### src/rtl/rdstb_pkg.sv
package rdstb_pkg;

    typedef enum logic {
        ST_HOLD = 1'b0,
        ST_RUN  = 1'b1
    } period_state_t;

endpackage

### src/rtl/rdstb_phase_ctr.sv
module rdstb_phase_ctr #(
    parameter int PHASE_W = 2
) (
    input  logic               clk,
    input  logic               rst,
    output logic [PHASE_W-1:0] cnt_q,
    output logic [PHASE_W-1:0] cnt_d,
    output logic               wrap
);
    localparam logic [PHASE_W-1:0] LAST_SLOT = '1;

    always_comb begin
        if (rst) begin
            cnt_d = '0;
        end else begin
            cnt_d = cnt_q + PHASE_W'(1);
        end
    end

    assign wrap = (cnt_q == LAST_SLOT);

    always_ff @(posedge clk) begin
        cnt_q <= cnt_d;
    end
endmodule

### src/rtl/rdstb_period_fsm.sv
module rdstb_period_fsm
    import rdstb_pkg::*;
#(
    parameter int PHASE_W = 2
) (
    input  logic               clk,
    input  logic               rst,
    input  logic               wrap,
    input  logic               enable,
    input  logic [PHASE_W-1:0] phase_sel,
    output period_state_t      state_d,
    output logic [PHASE_W-1:0] sel_d
);
    localparam logic [PHASE_W-1:0] MIN_LAG = PHASE_W'(1);

    period_state_t      state_q;
    logic [PHASE_W-1:0] sel_q;
    logic [PHASE_W-1:0] sel_legal;

    assign sel_legal = (phase_sel == '0) ? MIN_LAG : phase_sel;

    always_comb begin
        state_d = state_q;
        sel_d   = sel_q;
        if (rst) begin
            state_d = ST_HOLD;
            sel_d   = MIN_LAG;
        end else if (wrap) begin
            sel_d = sel_legal;
            unique case (state_q)
                ST_HOLD: state_d = enable ? ST_RUN : ST_HOLD;
                ST_RUN:  state_d = enable ? ST_RUN : ST_HOLD;
                default: state_d = ST_HOLD;
            endcase
        end
    end

    always_ff @(posedge clk) begin
        state_q <= state_d;
        sel_q   <= sel_d;
    end
endmodule

### src/rtl/rdstb_out_reg.sv
module rdstb_out_reg
    import rdstb_pkg::*;
#(
    parameter int PHASE_W = 2,
    parameter int AW      = 8
) (
    input  logic               clk,
    input  logic               rst,
    input  logic [PHASE_W-1:0] cnt_d,
    input  period_state_t      state_d,
    input  logic [PHASE_W-1:0] sel_d,
    output logic               acc_clk,
    output logic               addr_stb,
    output logic               rd_stb,
    output logic [AW-1:0]      rd_addr
);
    logic active_d;
    logic addr_stb_d;
    logic rd_stb_d;

    always_comb begin
        active_d   = (state_d == ST_RUN);
        addr_stb_d = active_d && (cnt_d == '0);
        rd_stb_d   = active_d && (cnt_d == sel_d);
    end

    always_ff @(posedge clk) begin
        if (rst) begin
            acc_clk  <= 1'b1;
            addr_stb <= 1'b0;
            rd_stb   <= 1'b0;
            rd_addr  <= '0;
        end else begin
            acc_clk  <= ~cnt_d[PHASE_W-1];
            addr_stb <= addr_stb_d;
            rd_stb   <= rd_stb_d;
            if (addr_stb_d) begin
                rd_addr <= rd_addr + AW'(1);
            end
        end
    end
endmodule

### src/rtl/rdstb_gen.sv
module rdstb_gen
    import rdstb_pkg::*;
#(
    parameter int PHASE_W = 2,
    parameter int AW      = 8
) (
    input  logic               clk,
    input  logic               rst,
    input  logic               enable,
    input  logic [PHASE_W-1:0] phase_sel,
    output logic               acc_clk,
    output logic               addr_stb,
    output logic               rd_stb,
    output logic [AW-1:0]      rd_addr
);
    logic [PHASE_W-1:0] cnt_q;
    logic [PHASE_W-1:0] cnt_d;
    logic               wrap;
    period_state_t      state_d;
    logic [PHASE_W-1:0] sel_d;

    rdstb_phase_ctr #(.PHASE_W(PHASE_W)) u_ctr (
        .clk   (clk),
        .rst   (rst),
        .cnt_q (cnt_q),
        .cnt_d (cnt_d),
        .wrap  (wrap)
    );

    rdstb_period_fsm #(.PHASE_W(PHASE_W)) u_fsm (
        .clk       (clk),
        .rst       (rst),
        .wrap      (wrap),
        .enable    (enable),
        .phase_sel (phase_sel),
        .state_d   (state_d),
        .sel_d     (sel_d)
    );

    rdstb_out_reg #(.PHASE_W(PHASE_W), .AW(AW)) u_out (
        .clk      (clk),
        .rst      (rst),
        .cnt_d    (cnt_d),
        .state_d  (state_d),
        .sel_d    (sel_d),
        .acc_clk  (acc_clk),
        .addr_stb (addr_stb),
        .rd_stb   (rd_stb),
        .rd_addr  (rd_addr)
    );
endmodule

### config.mk
export PLATFORM = sky130hd
export DESIGN_NAME = rdstb_gen
export DESIGN_NICKNAME = d
export VERILOG_FILES = /design/src/rtl/rdstb_pkg.sv /design/src/rtl/rdstb_phase_ctr.sv /design/src/rtl/rdstb_period_fsm.sv /design/src/rtl/rdstb_out_reg.sv /design/src/rtl/rdstb_gen.sv
export SDC_FILE = /design/constraint.sdc
export NUM_CORES = 1
export LEC_CHECK = 0
export ABC_AREA = 1
export BUFFER_PORTS_ARGS = -buffer_cell sky130_fd_sc_hd__buf_2
export CAP_MARGIN = 20
export CORE_MARGIN = 2
export CORE_UTILIZATION = 50
export CTS_CLUSTER_DIAMETER = 40
export DETAILED_ROUTE_END_ITERATION = 10
export PLACE_DENSITY = 0.79
export SKIP_CTS_REPAIR_TIMING = 1
export SYNTH_ARGS = -nofsm -noshare
export SYNTH_HDL_FRONTEND = slang
export SYNTH_SLANG_ARGS = --single-unit
### constraint.sdc
create_clock -name clk -period 1.9 [get_ports clk]
set_input_delay 0.38 -clock clk [delete_from_list [all_inputs] [get_ports clk]]
set_output_delay 0.38 -clock clk [all_outputs]
set_load 0.005 [all_outputs]
* Word-level counts from Yosys, hierarchy flattened
Index checks and enable logic that the tools add are counted. W data, S select, Z words.
Storage, ports and cells: bits of input ports 5, output and inout port bits 11, logic and storage cells 23, flip-flop bits (word level) 16
Operators by class: reductions and logical operators 4, equal/unequal tests 2, multiplexer cells 7, $add $sub $neg 2, bitwise logic cells 1
Operators by type and width (count):
- $add A8 B1 Y8 const B | 1
- $mux W2 | 4
- $logic_not A2 Y1 | 2
- $mux W1 | 3
- $add A2 B1 Y2 const B | 1
- $eq A2 B2 Y1 | 1
- $eq A2 B2 Y1 const B | 1
- $logic_and A1 B1 Y1 | 2
- $not A1 Y1 | 1

* Depth between registers and ports, before layout
word-level depth 6, mapped depth 9, gate-level depth less buffers 8

* Cells and area by module
From an unflattened synthesis, not the netlist that was laid out.
Unflattened totals: cells, all modules 102, area, all modules 711.9 sq um
Modules (own cells, without submodules):
- rdstb_out_reg | sequential area each 220.2 sq um, cells an instance 80, area an instance 531.8 sq um, instances 1
- rdstb_period_fsm | sequential area each 60.1 sq um, cells an instance 16, area an instance 116.4 sq um, instances 1
- rdstb_phase_ctr | sequential area each 40.0 sq um, cells an instance 6, area an instance 63.8 sq um, instances 1

* Worst setup path before layout
No wires, ideal clock.
path kind reg2reg, start point reg u_ctr.cnt_q[0], end point reg u_out.rd_addr[6], stages on the path, launching flop included 9, arrival 1.233 ns, setup time 0.115 ns, data required time 1.785 ns, clock period less this slack 1.347 ns, path slack 0.553 ns, path buffers 1, path through dfxtp_1 -> ha_1 -> nand2_2 -> o21ai_1 -> nor2_2 -> buf_6 -> nand3_1 -> nand2_1 -> nor2_1
On the way: word-level cells in the longest chain between the ends 4, elaborated cells on any way between the ends 7, those cells by class add/sub (1); eq/ne (1); mux (3); reduce/logical (2)
Ends and longest elaborated chain:
- from (decl) | RTL line rdstb_phase_ctr.sv:6 | output logic [PHASE_W-1:0] cnt_q,
- from (signal assigned) | RTL line rdstb_phase_ctr.sv:23 | cnt_q <= cnt_d;
- $add A2 B1 Y2 / $eq A2 B2 Y1 (equally long branches) | RTL line rdstb_phase_ctr.sv:16, rdstb_phase_ctr.sv:20
- $mux W2 / $mux W1 (equally long branches) | RTL line rdstb_phase_ctr.sv:13, rdstb_period_fsm.sv:28
- $logic_not A2 Y1 / $mux W1 (equally long branches) | RTL line rdstb_out_reg.sv:23, rdstb_period_fsm.sv:25
- $logic_and A1 B1 Y1 (*) | RTL line rdstb_out_reg.sv:23 | addr_stb_d = active_d && (cnt_d == '0);
- to (signal assigned) | RTL line rdstb_out_reg.sv:38 | rd_addr <= rd_addr + AW'(1);
- to (decl) | RTL line rdstb_out_reg.sv:15 | output logic [AW-1:0] rd_addr
Mark *: on every way between the ends. The rest lies on a longest branch, timed or not. A chain may end at the register's enable or synchronous reset.

* Final worst setup path
start point reg u_ctr.cnt_q[0], end point reg u_out.rd_addr[7]
Same word-level chain as after synthesis.

==> results by group <==
Cells and area
  • Final Instance Count excl. Fillers: about 130
  • Commonest non-fill, non-tap cell in the layout: nand2_1
  • Area grow syn2layout: 16.34%
  • Final Cell Area: between 800 and 900 um2
  • Most frequent cells in the layout: nand2_1 (23), dfxtp_1 (16), buf_2 (15)
  • Layout cells sized above 1: 21.62%
  • # diodes: 0
  • Nets: around 120

Floorplan
  • DIE HEIGHT: just over 40 um
  • Num ports: 16
  • Die area: roughly 0.0017 mm2
  • Number of placement rows: 13
  • Starting Density: a little over half
  • Core area: 0.001301 mm2
  • Die width: just over 40 um

Setup path
  • Maximum net fanout on the critical path: 12
  • RR Startpoint: u_ctr.cnt_q[0]$_DFF_P_
  • Crit-path cells: ha_1 -> inv_1 -> nand2_1 -> nand3_1 -> nor2_2 -> nand3_1 -> nand2_1 -> nor2_1
  • Startpoint class of the critical path: flop
  • Worst EP arrival: 1.79 ns
  • Slowest stage cell, crit path: dfxtp_1
  • Worst endpoint required time: slightly above 2 ns
  • Worst setup EP type: flop
  • Slowest cell delay on critical path: around 0.42 ns
  • R2R Setup Slk: ~0.29 ns
  • FF-to-FF path depth: 8
  • RR Endpoint: u_out.rd_addr[7]$_SDFFE_PP0P_
  • WS Path Type: flop to flop

Timing
  • Slew at the pin closest to its max-slew limit: about 0.44 ns
  • Final Critical Period: around 1.6 ns
  • Final slew viol count: 0
  • Final setup fails: 0
  • F_max: a little over 0.6 GHz
  • Total negative slack: 0 ns
  • Hold Vio Cnt, Final: 0
  • Rel. slew slack: 70.80%
  • RSZ-0062 raised after global routing: no
  • Crit share post-route: 84.96%
  • Clock Skews: 0.002249 ns

Route
  • WL final: 1209 um
  • Pre-Repair DR Iteration Count: 4
  • DRC violations left: 0
  • Post-DRT Antenna Nets: 0
  • Routed length per instance: ~9.6 um
  • Total number of vias: approximately 600
  • Via/cell ratio: just under 5
  • DRT iter0 DRCs: 11

Clock tree
  • Clk Latency, worst-skew pair: about 0.27 ns
  • H-tree depth: 1
  • Num CTS Buffers: 3
  • Clock slew seen by the registers of the worst setup and hold paths: about 0.09 ns
  • CTS Sinks: 16
  • CTS tree: built
  • Clock root buffer: clkbuf_4
  • Clk buf depth: 2

Status
  • Status: completed

Global routing
  • Pin count of the biggest net entering global routing: 13
  • Number of global-route vias before repair: around 480
  • Initial antenna violation count: 0
  • GR Overflow Total: 0
  • GRT Overall Usage: 17.54%
  • Global-route wire length before repair: around 1900 um

Place
  • IO buf count: 15
  • DP HPWL: ~950 um
  • Dpl cells: around 120
  • GP Congestion: 0.8241
  • Placement Cell Area: roughly 770 um2

Job
  • Max cap viols: 0

Power and ir drop
  • Worst vdd ir: 0.0004492 V
  • Lkg Pwr: about 0.38 nW
  • Power Density: between 700 and 800 mW/mm2

Min path
  • Worst Hold Endpoint: u_out.rd_addr[2]$_SDFFE_PP0P_
  • Hold Crit Class: input pin to flop
  • Worst Hold Launch: rst
  • Hold depth: 2

Yosys
  • Sequential share of the synthesized area: ~46%
  • Avg Cell Area, Syn: between 7 and 8 um2
  • Yosys reg bits: 16
  • Syn nets: slightly above 100
  • Mapped cell area: approximately 700 um2
  • Distinct cell type count after synthesis: 18
  • Synthesis Warnings: 0
  • Syn Inst Count: 94
-- per-stage QoR --
stage	hold slack, ns	setup slack, ns	util (%)	power (mW)
floorplan	0.4226	0.5525	-	0.4031
global placement	0.4787	0.3360	59.52	0.4192
detailed placement	0.4811	0.3020	59.52	0.4206
CTS	0.3629	0.2853	62.31	0.6332
global route	0.3741	0.1300	62.31	0.6613
finish	0.3740	0.2857	62.31	0.6241
-- registers in the layout, indices dropped and copies added (netlist names) --
signal          count
u_out.acc_clk       1
u_fsm.sel_q         2
u_fsm.state_q       1
u_out.rd_addr       8
u_out.addr_stb      1
u_out.rd_stb        1
u_ctr.cnt_q         2
-- metal layers --
metal,track usage (%),part of all wire (%),vias to the layer above
met5,0,0,-
met4,9.677,0.91,0
met3,4.787,4.1,2
met2,28.91,46,9
met1,20.46,48,265
li1,-,-,338
-- layout make-up --
| class | count | area (um2) |
|---|---|---|
| Multi-Input combinational cell | 67 | 326.6 |
| Tap cell | 15 | 18.77 |
| Timing Repair Buffer | 15 | 75.07 |
| Fill cell | 133 | 490.5 |
| Sequential cell | 16 | 320.3 |
| Clock buffer | 4 | 36.28 |
| Inverter | 9 | 33.78 |
-- Yosys cell counts --
cell	number	area share [%]
dfxtp_1	16	46
nand3_1	9	6.5
nor3_1	2	1.4
ha_1	2	3.6
buf_6	1	1.6
xor2_1	1	1.3
nand4_1	2	1.8
inv_2	1	0.54
nor2_2	2	1.8
xnor2_1	2	2.5
o21ai_1	1	0.72
a21oi_1	6	4.3
nor2_1	11	5.9
o21ai_0	4	2.9
nand2_2	2	1.8
inv_1	8	4.3
buf_2	1	0.72
nand2_1	23	12
-- worst max-delay path, delay by kind of cell (launching register included) --
kind	cells	cell delay, ns
and+or+nand+nor	6	0.76
DFF	1	0.42
adders and majority gates	1	0.25
buffers and inverters	1	0.09
-- how the worst max path moves through the flow --
stage,from,endpoint,slack (ns),depth (start not counted)
2_1_floorplan,u_ctr.cnt_q[0]$_DFF_P_,u_out.rd_addr[6]$_SDFFE_PP0P_,0.55,8
3_3_place_gp,u_ctr.cnt_q[0]$_DFF_P_,u_out.rd_addr[7]$_SDFFE_PP0P_,0.34,7
3_5_place_dp,u_ctr.cnt_q[0]$_DFF_P_,u_out.rd_addr[6]$_SDFFE_PP0P_,0.30,8
4_1_cts,u_ctr.cnt_q[0]$_DFF_P_,u_out.rd_addr[7]$_SDFFE_PP0P_,0.29,8
5_1_grt,u_ctr.cnt_q[0]$_DFF_P_,u_out.rd_addr[7]$_SDFFE_PP0P_,0.13,8
6_report,u_ctr.cnt_q[0]$_DFF_P_,u_out.rd_addr[7]$_SDFFE_PP0P_,0.29,8
-- logic make-up (layout without fill, tap and decap cells) --
kind of cell,Yosys count,count (layout),synth area share [%]
buf+inv,11,28,7.180
compound gates,11,11,7.899
simple gates,51,51,31.60
fa+ha+maj,2,2,3.590
xor+xnor,3,3,3.771
flops,16,16,45.96
-- report_power, final --
group | leakage (nW) | internal [mW] | switching, mW
sequential | 0.130 | 0.348 | 0.00659
clock | 0.0210 | 0.116 | 0.0956
combinational | 0.228 | 0.0223 | 0.0357
No activity file was read; power rests on OpenSTA's default activity.
